`src/rtl/bir_pkg.sv`:
```
// Package: shared register selector for the per-bit interrupt router.
// Assumes a two-word register window addressed by a single word-select bit.
package bir_pkg;
    typedef enum logic {
        REG_ENABLE = 1'b0,
        REG_STATUS = 1'b1
    } bir_reg_e;
endpackage

```
`src/rtl/bir_enable_unit.sv`:
```
// Module: bir_enable_unit
// Holds the enable register readback value, the accumulated enable word and
// the mask word. It presents the post-write values combinationally, so that
// an event in the same cycle sees them.
// Assumes: wr_i is already qualified with the enable-register address.
module bir_enable_unit #(
    parameter int WORD_W  = 32,
    parameter int NUM_OUT = 10
) (
    input  logic              clk,
    input  logic              rst_n,
    input  logic              wr_i,
    input  logic [WORD_W-1:0] wdata_i,
    output logic [WORD_W-1:0] reg_o,
    output logic [WORD_W-1:0] acc_nx_o,
    output logic [NUM_OUT-1:0] mask_nx_o
);
    logic [WORD_W-1:0] reg_q, reg_nx;
    logic [WORD_W-1:0] acc_q, acc_nx;
    logic [WORD_W-1:0] mask_q, mask_nx;
    logic [WORD_W-1:0] grown;
    logic [WORD_W-1:0] change;

    // Next-state for the enable readback, the accumulator and the mask
    always_comb begin
        reg_nx  = reg_q;
        acc_nx  = acc_q;
        mask_nx = mask_q;
        grown   = acc_q | wdata_i;
        change  = reg_q ^ wdata_i;
        if (wr_i) begin
            reg_nx = wdata_i;
            if ((wdata_i == '0) && (acc_q == '0)) begin
                acc_nx = acc_q;
            end else if (grown != acc_q) begin
                acc_nx = grown;
            end else if ((change & wdata_i) != '0) begin
                mask_nx = mask_q & ~change;
            end else begin
                mask_nx = mask_q | change;
            end
        end
    end

    // State registers with synchronous reset
    always_ff @(posedge clk) begin
        if (!rst_n) begin
            reg_q  <= '0;
            acc_q  <= '0;
            mask_q <= '0;
        end else begin
            reg_q  <= reg_nx;
            acc_q  <= acc_nx;
            mask_q <= mask_nx;
        end
    end

    assign reg_o     = reg_q;
    assign acc_nx_o  = acc_nx;
    assign mask_nx_o = mask_nx[NUM_OUT-1:0];
endmodule

```
`src/rtl/bir_bit_cell.sv`:
```
// Module: bir_bit_cell
// The state of one routed bit: status, pending and output. A status clear is
// applied first and a source event second, both in the same cycle.
// Assumes: clr_i is only asserted when this bit was written as 1 in a
// non-zero status write, and wipe_i marks an all-ones write.
module bir_bit_cell (
    input  logic clk,
    input  logic rst_n,
    input  logic sel_i,
    input  logic mask_i,
    input  logic clr_i,
    input  logic wipe_i,
    output logic status_o,
    output logic pend_o,
    output logic irq_o
);
    logic st_q, pd_q, ir_q;
    logic st_w, pd_w, ir_w;
    logic st_nx, pd_nx, ir_nx;

    // Stage 1: effect of a status write on this bit
    always_comb begin
        st_w = st_q;
        pd_w = pd_q;
        ir_w = ir_q;
        if (clr_i) begin
            if (wipe_i) begin
                st_w = 1'b0;
            end else if (pd_q) begin
                st_w = 1'b1;
                pd_w = 1'b0;
                ir_w = 1'b1;
            end else begin
                st_w = 1'b0;
                ir_w = 1'b0;
            end
        end
    end

    // Stage 2: effect of a selected source event after the write
    always_comb begin
        st_nx = st_w;
        pd_nx = pd_w;
        ir_nx = ir_w;
        if (sel_i) begin
            if (mask_i || st_w) begin
                pd_nx = 1'b1;
            end else begin
                st_nx = 1'b1;
                ir_nx = 1'b1;
            end
        end
    end

    // Bit state registers with synchronous reset
    always_ff @(posedge clk) begin
        if (!rst_n) begin
            st_q <= 1'b0;
            pd_q <= 1'b0;
            ir_q <= 1'b0;
        end else begin
            st_q <= st_nx;
            pd_q <= pd_nx;
            ir_q <= ir_nx;
        end
    end

    assign status_o = st_q;
    assign pend_o   = pd_q;
    assign irq_o    = ir_q;
endmodule

```
`src/rtl/bitwise_irq_router.sv`:
```
// Module: bitwise_irq_router (top)
// Routes an enable-qualified source word to NUM_OUT outputs, one per bit.
// Each bit is deferred and replayed on its own. Two-word register window:
// word 0 enable, word 1 status.
// Assumes: NUM_OUT < WORD_W, full-word accesses only.
module bitwise_irq_router #(
    parameter int WORD_W  = 32,
    parameter int NUM_OUT = 10
) (
    input  logic               clk,
    input  logic               rst_n,
    input  logic [WORD_W-1:0]  src_lines,
    input  logic               src_evt,
    input  logic               src_level,
    input  logic               bus_wr,
    input  logic               bus_addr,
    input  logic [WORD_W-1:0]  bus_wdata,
    output logic [WORD_W-1:0]  bus_rdata,
    output logic [NUM_OUT-1:0] irq_out
);
    import bir_pkg::*;

    localparam logic [WORD_W-1:0] ALL_ONES = {WORD_W{1'b1}};

    logic              en_wr, st_wr, st_wipe;
    logic              raise;
    logic [WORD_W-1:0] en_reg;
    logic [WORD_W-1:0] acc_nx;
    logic [NUM_OUT-1:0] mask_nx;
    logic [NUM_OUT-1:0] sel_vec;
    logic [NUM_OUT-1:0] status_q;
    logic [NUM_OUT-1:0] pend_q;

    // Write decode for the two registers
    always_comb begin
        en_wr   = bus_wr && (bir_reg_e'(bus_addr) == REG_ENABLE);
        st_wr   = bus_wr && (bir_reg_e'(bus_addr) == REG_STATUS) && (bus_wdata != '0);
        st_wipe = (bus_wdata == ALL_ONES);
        raise   = src_evt && src_level;
    end

    bir_enable_unit #(
        .WORD_W  (WORD_W),
        .NUM_OUT (NUM_OUT)
    ) u_enable (
        .clk       (clk),
        .rst_n     (rst_n),
        .wr_i      (en_wr),
        .wdata_i   (bus_wdata),
        .reg_o     (en_reg),
        .acc_nx_o  (acc_nx),
        .mask_nx_o (mask_nx)
    );

    // Source selection against the post-write enable word
    always_comb begin
        sel_vec = raise ? (src_lines[NUM_OUT-1:0] & acc_nx[NUM_OUT-1:0]) : '0;
    end

    for (genvar gi = 0; gi < NUM_OUT; gi++) begin : g_bit
        bir_bit_cell u_cell (
            .clk      (clk),
            .rst_n    (rst_n),
            .sel_i    (sel_vec[gi]),
            .mask_i   (mask_nx[gi]),
            .clr_i    (st_wr && bus_wdata[gi]),
            .wipe_i   (st_wipe),
            .status_o (status_q[gi]),
            .pend_o   (pend_q[gi]),
            .irq_o    (irq_out[gi])
        );
    end

    // Read mux: enable readback or zero-extended status
    always_comb begin
        if (bir_reg_e'(bus_addr) == REG_ENABLE) begin
            bus_rdata = en_reg;
        end else begin
            bus_rdata = WORD_W'(status_q);
        end
    end
endmodule

```
`config.mk`:
```
export PLATFORM = sky130hd
export DESIGN_NAME = bitwise_irq_router
export DESIGN_NICKNAME = d
export VERILOG_FILES = /design/src/rtl/bir_pkg.sv /design/src/rtl/bir_enable_unit.sv /design/src/rtl/bir_bit_cell.sv /design/src/rtl/bitwise_irq_router.sv
export SDC_FILE = /design/constraint.sdc
export NUM_CORES = 1
export LEC_CHECK = 0
export BUFFER_PORTS_ARGS = -buffer_cell sky130_fd_sc_hd__buf_2
export CAP_MARGIN = 5
export CELL_PAD_IN_SITES_DETAIL_PLACEMENT = 1
export CELL_PAD_IN_SITES_GLOBAL_PLACEMENT = 2
export CORE_MARGIN = 2
export CORE_UTILIZATION = 32
export CTS_CLUSTER_DIAMETER = 150
export CTS_CLUSTER_SIZE = 28
export DETAILED_ROUTE_END_ITERATION = 8
export PLACE_DENSITY = 0.86
export SYNTH_ARGS = -nofsm -noshare
export SYNTH_HDL_FRONTEND = slang
export SYNTH_SLANG_ARGS = --single-unit
export TNS_END_PERCENT = 1
```
`constraint.sdc`:
```
create_clock -name clk -period 3.7 [get_ports clk]
set_input_delay 0.925 -clock clk [delete_from_list [all_inputs] [get_ports clk]]
set_output_delay 0.925 -clock clk [all_outputs]
set_load 0.01 [all_outputs]
```
-- Word-level counts from Yosys, hierarchy flattened
Cells that the tools add are included.
- mux-type cells: 139
- bitwise gates (word level): 10
- eq/ne operators: 2
- reductions and logical operators: 31
- operators by type and width (kind ; count):
    1-bit 2-to-1 mux ; 130
    10-bit 2-to-1 mux ; 7
    32-bit AND ; 2
    32-bit logical NOT ; 2
    32-bit 2-to-1 mux ; 2
    32-bit bitwise OR ; 2
    32-bit nonzero test ; 2
    32-bit equality test (second input constant) ; 1
    32-bit != test ; 1
    32-bit inverter ; 1
    32-bit XOR ; 1
    1-bit logical AND ; 15
    10-bit AND ; 1
    1-bit logical OR ; 10
    3-bit AND reduction ; 2
    1-bit inverter ; 3
- bits of input ports: 70
- bits in registers: 126

-- Depth between registers and ports, before layout
Gate-level depths: netlist of run 1.
- depth after elaboration: 10
- mapped depth: 10
- gate-level depth less buffers: 7

-- Hierarchy
From an unflattened synthesis of run 1, not the netlist that was laid out.
- cells, all modules: 645
- area, all modules: 5953.2 um^2
- by module, submodules not included (module ; cells an instance ; times used ; area an instance (um^2)):
    bir_enable_unit ; 413 ; 1 ; 3978.8
    bir_bit_cell ; 16 ; 10 ; 148.9
    bitwise_irq_router ; 72 ; 1 ; 485.5

-- Worst setup path before layout of run 1
OpenSTA, ideal clock, no wires.
- path type: input port to flip-flop
- start: input bus_wdata[3]
- end: register g_bit[4].u_cell.ir_q
- data required time: 3.612 ns
- cell stages on the path: 8
- library setup time: 0.088 ns
- buffers on the path: 2
- arrival: 2.827 ns
- slack: 0.785 ns
- cells stage by stage: buf_6 > nand2b_1 > nand4_1 > or4_1 > buf_2 > nor4_1 > mux2_4 > o32ai_2
- longest elaborated chain between the ends: 10
- elaborated cells on any way between the ends: 27
- RTL lines (item ; RTL line ; RTL):
    start, declared ; bitwise_irq_router.sv:17 ; input logic [WORD_W-1:0] bus_wdata,
    32-bit XOR ; bir_enable_unit.sv:30 ; change = reg_q ^ wdata_i;
    32-bit AND ; bir_enable_unit.sv:37 ; end else if ((change & wdata_i) != '0) begin
    32-bit nonzero test ; bir_enable_unit.sv:37 ;
    32-bit 2-to-1 mux ; bir_enable_unit.sv:37 ;
    10-bit 2-to-1 mux ; bir_enable_unit.sv:35 ; end else if (grown != acc_q) begin
    10-bit 2-to-1 mux ; bir_enable_unit.sv:33 ; if ((wdata_i == '0) && (acc_q == '0)) begin
    10-bit 2-to-1 mux ; bir_enable_unit.sv:31 ; if (wr_i) begin
    1-bit logical OR ; bir_bit_cell.sv:46 ; if (mask_i || st_w) begin
    1-bit 2-to-1 mux ; bir_bit_cell.sv:46 ;
    1-bit 2-to-1 mux * ; bir_bit_cell.sv:45 ; if (sel_i) begin
    end signal, assigned ; bir_bit_cell.sv:64 ; ir_q <= ir_nx;
    end, declared ; bir_bit_cell.sv:17 ; logic st_q, pd_q, ir_q;
Every way passes the cells marked *; elsewhere a longest branch is shown, timed or not.
A chain may end at the register's enable or synchronous reset.

-- Worst setup path after layout of run 1
- start: input bus_wdata[20]
- end: register g_bit[4].u_cell.ir_q
The elaborated chain is that of the path after synthesis.

==> results.yml, run 1 <==
status:
  status: "completed"
critical_path:
  crit_required_ps: 3970
  worstPathArrival_ps: 3390
  rr_worst_depth: 7
  worstReg2RegEnd: "g_bit[4].u_cell.irq_o"
  timing.critical_path.to_type: "register"
  r2r_setup_slack_ps: 830
  crit_path_max_fanout: 23
  crit_path_start_kind: "input pin"
  setup.worst_path.class: "in2reg"
  critical_path.reg2reg.startpoint: "u_enable.acc_q[6]"
detailed_routing:
  detail_route.wl_per_cell_microns: 20.05
  detail-route-antenna-nets: 0
  vias_per_cell: 5.593
  route.final.wire_length_microns: 19570
  remaining_drc_errors: 0
  drt_iter0_drc: 324
  firstDrtPassIters: 4
  via_count: 5459
clocking:
  cts_hold_buffers: 0
  clock_sinks: 104
  clock_tree.root_cell: "clkbuf_16"
  ctsResizeCount: 0
  cts_tree: "done"
  clk-insertion-delay-late_ps: 360
  max-clock-path-buffers: 2
  cts_setup_buffers: 0
  cts_made_buffers: 9
  cts.reportedPaths.clkPinSlew_ps: 70
  cts_max_level: 3
global_route:
  pin_count_of_the_biggest_net_entering_global_routing: 51
  grt_util_met3: 0.02386
  vias_in_the_first_global_route: 5553
  grt.met1_usage: 0.2841
  grt_busiest_layer: "met2"
  use_met2: 0.3546
  grt_overflow_total: 0
  antenna_found_initial: 0
  grt_util_all_layers: 0.2140
  wire_length_of_the_first_global_routing_pass_microns: 30580
sta:
  grt_setup_unrepaired: "no"
  timing.final.crit_period_ps: 3119
  finalHoldViolCount: 0
  skew_ps: 9.918
  worst_slew_margin_rel: 0.5102
  timing.fmax_ghz: 0.3206
  post-route-period-util: 0.8429
  tightest_slew_ps: 728.0
  finalSetupViolCount: 0
  maxSlewViolCount: 0
  setup-tns-final_ps: 0
floorplanning:
  std_cell_rows: 48
  num_io_pins: 112
  core_sq_um: 17180
  die_x_microns: 136.0
  starting_density: 0.3247
  die_y_microns: 136.0
  floorplan.die_area_sq_um: 18500
pwr:
  total_leakage_power_uw: 0.002582
  power_per_cell_area_nw_per_um2: 387.8
  ir_worst_vdd_uv: 238.8
yosys:
  postSynthNetCount: 764
  yosys_register_bits: 104
  postSynth.topFlopCell: "dfxtp_1"
  sequential_share_of_the_synthesized_area: 0.3733
  synth_cell_types: 53
  number_of_synthesized_flops_with_an_enable_pin: 0
  ys_async_sr_fraction: 0
  avgSynthCellArea_sq_um: 8.153
  cells_after_synthesis: 684
  post_synth_instance_area_sq_um: 5577
  yosys_warnings: 0
place:
  placement.io_buffers: 89
  detailed_place_hpwl_microns: 14690
  finalWeightedCongestion: 0.8851
worst_hold_path:
  worstHoldStart: "u_enable.reg_o[3]"
  worstHoldPathCells: 2
  hold_path_class: "reg2reg"
  hold_path_end: "u_enable.reg_o[3]"
job:
  cap_viol_max_count: 0
finish:
  finalNetCount: 827
  final_layout_size_suffix_gt1_frac: 0.1971
  area_growth_syn_to_layout_pct: 15.53
  filler_cell_count: 2121
  diodes: 0
  final_util: 0.3751
## state kept, by name, summed over array words and instances, names as in the netlist
signal / count
u_enable.acc_q: 32
g_bit.u_cell.status_o: 10
u_enable.reg_o: 32
g_bit.u_cell.pend_o: 10
g_bit.u_cell.irq_o: 10
u_enable.mask_q: 10
## metal layers
metal / wire (microns) / vias to the layer above
met5: 0 / -
met4: 489 / 0
met3: 857 / 32
met2: 9360 / 138
met1: 8864 / 2701
li1: - / 2588
## report_power, final
group | switching [uW] | internal (uW) | leakage (uW)
logic | 228 | 120 | 0.00160
registers | 31.9 | 1160 | 0.000847
clock network | 438 | 521 | 0.000135
## synth_stat cells, types with 9 or more instances
library cell	number	share of area
a21oi_1	64	0.057
a32o_1	12	0.022
and3_1	9	0.010
buf_4	11	0.015
buf_6	9	0.018
clkbuf_1	27	0.018
dfxtp_1	104	0.37
ha_1	10	0.022
inv_1	29	0.020
nand2_1	89	0.060
nand2b_1	32	0.036
nand3_1	20	0.018
nand4_1	28	0.031
nor2_1	48	0.032
nor2b_1	24	0.027
nor4_1	28	0.031
o211ai_1	9	0.012
o21ai_0	14	0.013
## critical path: stages
cell and delay, ps:
buf_2 150, or2b_1 210, nand4_1 80, or4_1 500, buf_4 240, nor4_1 640
mux2_4 370, o32ai_2 260
## how the worst max path moves through the flow
stage	from	to	slack [ps]	cells past startpoint
2_1_floorplan	bus_wdata[3]	g_bit[4].u_cell.irq_o	790	8
3_3_place_gp	bus_wdata[20]	g_bit[4].u_cell.irq_o	420	8
3_5_place_dp	bus_wdata[20]	g_bit[4].u_cell.irq_o	290	8
4_1_cts	bus_wdata[20]	g_bit[4].u_cell.irq_o	640	8
5_1_grt	bus_wdata[20]	g_bit[4].u_cell.irq_o	440	8
6_report	bus_wdata[20]	g_bit[4].u_cell.irq_o	580	8
## through the flow
step / hold WS (ps) / total power (uW) / instance area (sq um) / setup slack [ps] / std cells
detailed placement: 449.3 / 1559 / 6155 / 287.7 / 961
global placement: 441.6 / 1548 / 6155 / 421.8 / 961
global route: 477.9 / 2588 / 6442 / 442.2 / 976
CTS: 458.2 / 2514 / 6442 / 635.9 / 976
floorplan: 436.3 / 1410 / 5577 / 785.2 / 684
finish: 455.9 / 2498 / 6442 / 581.3 / 976
## cells in the final DEF, fill, tap and decap left out, types with 9 or more instances in the layout
master / synthesis / final
ha_1: 10 / 10
inv_1: 29 / 28
nor2b_1: 24 / 23
dfxtp_1: 104 / 104
nor4_1: 28 / 28
clkbuf_16: 0 / 9
nand2_1: 89 / 89
o21ai_0: 14 / 14
a21oi_1: 64 / 63
nor2_1: 48 / 48
buf_4: 11 / 22
nand2b_1: 32 / 32
nand3_1: 20 / 20
buf_2: 8 / 89
and3_1: 9 / 9
nand4_1: 28 / 28
a32o_1: 12 / 12
o211ai_1: 9 / 9
## cells by family after synthesis
kind of cell | after synthesis | synth area share
flip-flops | 104 | 0.3733
adder cells (fa/ha/maj) | 10 | 0.02244
buffers and inverters | 89 | 0.08122
multiplexers | 3 | 0.006282
AND/OR/NAND/NOR | 302 | 0.2854
AO/OA/AOI/OAI | 176 | 0.2313
## cell type report
class / count / area, sq um / share of cell area
repair buffers: 112 / 630.6 / 0.09788
clock buffers: 10 / 229.0 / 0.03554
well taps: 225 / 281.5 / 0.04370
clock inverters: 5 / 58.81 / 0.009128
flip-flops and latches: 104 / 2082 / 0.3232
inverters: 29 / 108.9 / 0.01690
multi-input cells: 491 / 3052 / 0.4737
Power figures use the tool's default switching activity.
==> inputs of run 2 (changes only) <==
--- a/config.mk
+++ b/config.mk
@@ -5,16 +5,17 @@
 export SDC_FILE = /design/constraint.sdc
 export NUM_CORES = 1
 export LEC_CHECK = 0
+export ABC_AREA = 1
 export BUFFER_PORTS_ARGS = -buffer_cell sky130_fd_sc_hd__buf_2
 export CAP_MARGIN = 5
 export CELL_PAD_IN_SITES_DETAIL_PLACEMENT = 1
 export CELL_PAD_IN_SITES_GLOBAL_PLACEMENT = 2
 export CORE_MARGIN = 2
-export CORE_UTILIZATION = 32
+export CORE_UTILIZATION = 26
 export CTS_CLUSTER_DIAMETER = 150
 export CTS_CLUSTER_SIZE = 28
 export DETAILED_ROUTE_END_ITERATION = 8
-export PLACE_DENSITY = 0.86
+export PLACE_DENSITY = 0.81
 export SYNTH_ARGS = -nofsm -noshare
 export SYNTH_HDL_FRONTEND = slang
 export SYNTH_SLANG_ARGS = --single-unit
==> constraint.sdc (replaced) <==
create_clock -name clk -period 2.85 [get_ports clk]
set_input_delay 0.7125 -clock clk [delete_from_list [all_inputs] [get_ports clk]]
set_output_delay 0.7125 -clock clk [all_outputs]
set_load 0.01 [all_outputs]
==> run 2 against run 1 <==
Net effect:
- critical path depth down 3
- hold slack better by 21 ps
- final cell count up 26%
- design area up 2.2%
- wire length down 5.9%
- clock-buffer cell count unchanged
- highest routed layer unchanged
- combinational power up 29%
- first-iteration DRC count down 17%
- synthesized cell count up 29%
- setup slack worse by 120 ps
- die area up 22%
- area after synthesis up 0.11%
==> results.yml, run 2 <==
yosys:
  yosys-top-cells-count: "225 x nand2_1, 122 x nor2_1, 108 x inv_1, 104 x dfxtp_1, 96 x a21oi_1"
  yosys_warnings: 0
  ys_async_sr_fraction: 0
  synth-adder-area-share: 0.02241
  synth_compound_gate_area_share: 0.1656
  post_synth_instance_area_sq_um: 5583
  postSynth.topFlopCell: "dfxtp_1"
  avgSynthCellArea_sq_um: 6.315
  synth_xor_xnor_area_share: 0
  synth_cell_types: 24
  sequential_share_of_the_synthesized_area: 0.3729
  muxShareOfSynthArea: 0
  leading_cell_type_by_number_of_instances_after_synthesis: "nand2_1"
  yosys_register_bits: 104
  number_of_synthesized_flops_with_an_enable_pin: 0
  cells_after_synthesis: 884
  synth_top_area_share: 0.3729
  combinational_family_with_the_most_area_after_synthesis: "simple AND/OR/NAND/NOR gates"
  postSynthNetCount: 964
  post_synth_main_area_contributors: "dfxtp_1 37%, nand2_1 15%, a21oi_1 8.6%"
  yosys.area.top_type: "dfxtp_1"
  synth_simple_gate_area_share: 0.3131
place:
  detailed_place.area_sq_um: 6275
  pre_cts_slack_ps: 201.1
  detailed_place_hpwl_microns: 13780
  placement.io_buffers: 89
  finalWeightedCongestion: 0.7740
critical_path:
  critical_path.most_common_cell: "buf_2"
  crit_path_start_kind: "input pin"
  crit_required_ps: 2140
  setup.worst_path.class: "in2out"
  timing.critical_path.to_type: "output pin"
  crit_path_max_fanout: 13
  critical_path_buf_inv_count: 3
  cp_cell_sequence: "buf_2 > buf_4 > nand2_1 > o21ai_0 > buf_2"
  timing.critical_path.slowest_cell_delay_ps: 280
  cp_top_family: "buffers and inverters"
  worstPathArrival_ps: 1680
  critical-path-slowest-cell: "buf_2"
global_route:
  antenna_found_initial: 0
  wire_length_of_the_first_global_routing_pass_microns: 29640
  pin_count_of_the_biggest_net_entering_global_routing: 49
  vias_in_the_first_global_route: 5661
  grt_util_all_layers: 0.1694
  grt_overflow_total: 0
finish:
  layout_commonest_cell: "nand2_1"
  final_layout_size_suffix_gt1_frac: 0.1637
  final_util: 0.3132
  most-common-layout-cells: "225 x nand2_1, 122 x nor2_1, 108 x inv_1"
  layout.cell_area.non_filler_sq_um: 6584
  finalNetCount: 1036
  area_growth_syn_to_layout_pct: 17.93
  diodes: 0
detailed_routing:
  vias_per_cell: 4.508
  via_count: 5563
  drt_iter0_drc: 269
  route.final.wire_length_microns: 18430
  detail-route-antenna-nets: 0
  remaining_drc_errors: 0
  firstDrtPassIters: 4
  detail_route.wl_per_cell_microns: 14.93
worst_hold_path:
  hold_path_class: "reg2reg"
clocking:
  max-clock-path-buffers: 2
  cts_setup_buffers: 0
  clk-insertion-delay-late_ps: 360
  cts.reportedPaths.clkPinSlew_ps: 70
  cts_hold_buffers: 0
  cts_max_level: 3
  cts_tree: "done"
  cts_made_buffers: 9
  ctsResizeCount: 0
  clock_tree.root_cell: "clkbuf_16"
  clock_sinks: 104
sta:
  maxSlewViolCount: 0
  timing.hold.ws_ps: 476.5
  finalSetupViolCount: 0
  skew_ps: 16.53
  post-route-period-util: 0.8391
  finalHoldViolCount: 0
  setup-tns-final_ps: 0
  worst_slew_margin_rel: 0.5139
  timing.final.crit_period_ps: 2391
  grt_setup_unrepaired: "no"
  timing.fmax_ghz: 0.4182
  final.setup.worst_slack_ps: 458.6
  tightest_slew_ps: 727.4
floorplanning:
  std_cell_rows: 53
  die_x_microns: 150.5
  die_y_microns: 150.5
  starting_density: 0.2656
  num_io_pins: 112
  core_sq_um: 21020
  floorplan.die_area_sq_um: 22660
pwr:
  total_leakage_power_uw: 0.002977
  ir_worst_vdd_uv: 239.7
  power_per_cell_area_nw_per_um2: 505.3
job:
  cap_viol_max_count: 0
status:
  status: "completed"
==> run 2: path summary, 6_finish.rpt <==
kind / cells after the start / startpoint / endpoint / slack [ps]
worst min register to register: 2 / u_enable.acc_q[21] / u_enable.acc_q[21] / 480
worst max register to register: 14 / u_enable.reg_o[8] / g_bit[1].u_cell.pend_o / 900
worst max-delay path: 5 / bus_addr / bus_rdata[1] / 460
worst min-delay path: 2 / u_enable.acc_q[21] / u_enable.acc_q[21] / 480
==> run 2: cells by family (layout without fill, tap and decap cells) <==
family,count (synthesis),in the layout
simple gates,422,422
flops,104,104
fa+ha+maj,10,10
buf+inv,169,244
compound gates,179,179
==> run 2: metal layers <==
layer	vias up	share of wire	track usage
met2	83	0.47	0.2916
met5	-	0	0
met4	0	0.014	0.04057
met1	2573	0.48	0.2194
li1	2893	-	-
met3	14	0.033	0.03030
==> run 2: area by class of cell <==
type | count | area, sq um
Sequential cell | 104 | 2082
Timing Repair Buffer | 106 | 585.6
Inverter | 124 | 465.4
Clock buffer | 10 | 239.0
Multi-Input combinational cell | 611 | 2798
Fill cell | 2751 | 14440
Clock inverter | 4 | 70.07
Tap cell | 275 | 344.1
==> run 2: report_power, final <==
group / internal (uW) / switching (uW) / total, uW
logic: 149 / 299 / 448
registers: 1510 / 29.2 / 1540
clock network: 782 / 555 / 1340
==> run 2: stage by stage <==
step,cells,total power (uW)
floorplan,884,1840
global placement,1220,2021
detailed placement,1220,2031
CTS,1234,3378
global route,1234,3490
finish,1234,3327
==> run 2: worst reg2reg max path: stages (launching register included) <==
cell and delay, ps:
dfxtp_1 330, inv_1 60, ha_1 180, nor2_1 140, nand2_1 70, nor2_1 230, nand2_1 90, nor2_1 100
nand2_1 60, buf_4 190, nand3_1 120, nand2_2 100, nand2_1 70, nand2_1 50, a21oi_1 120
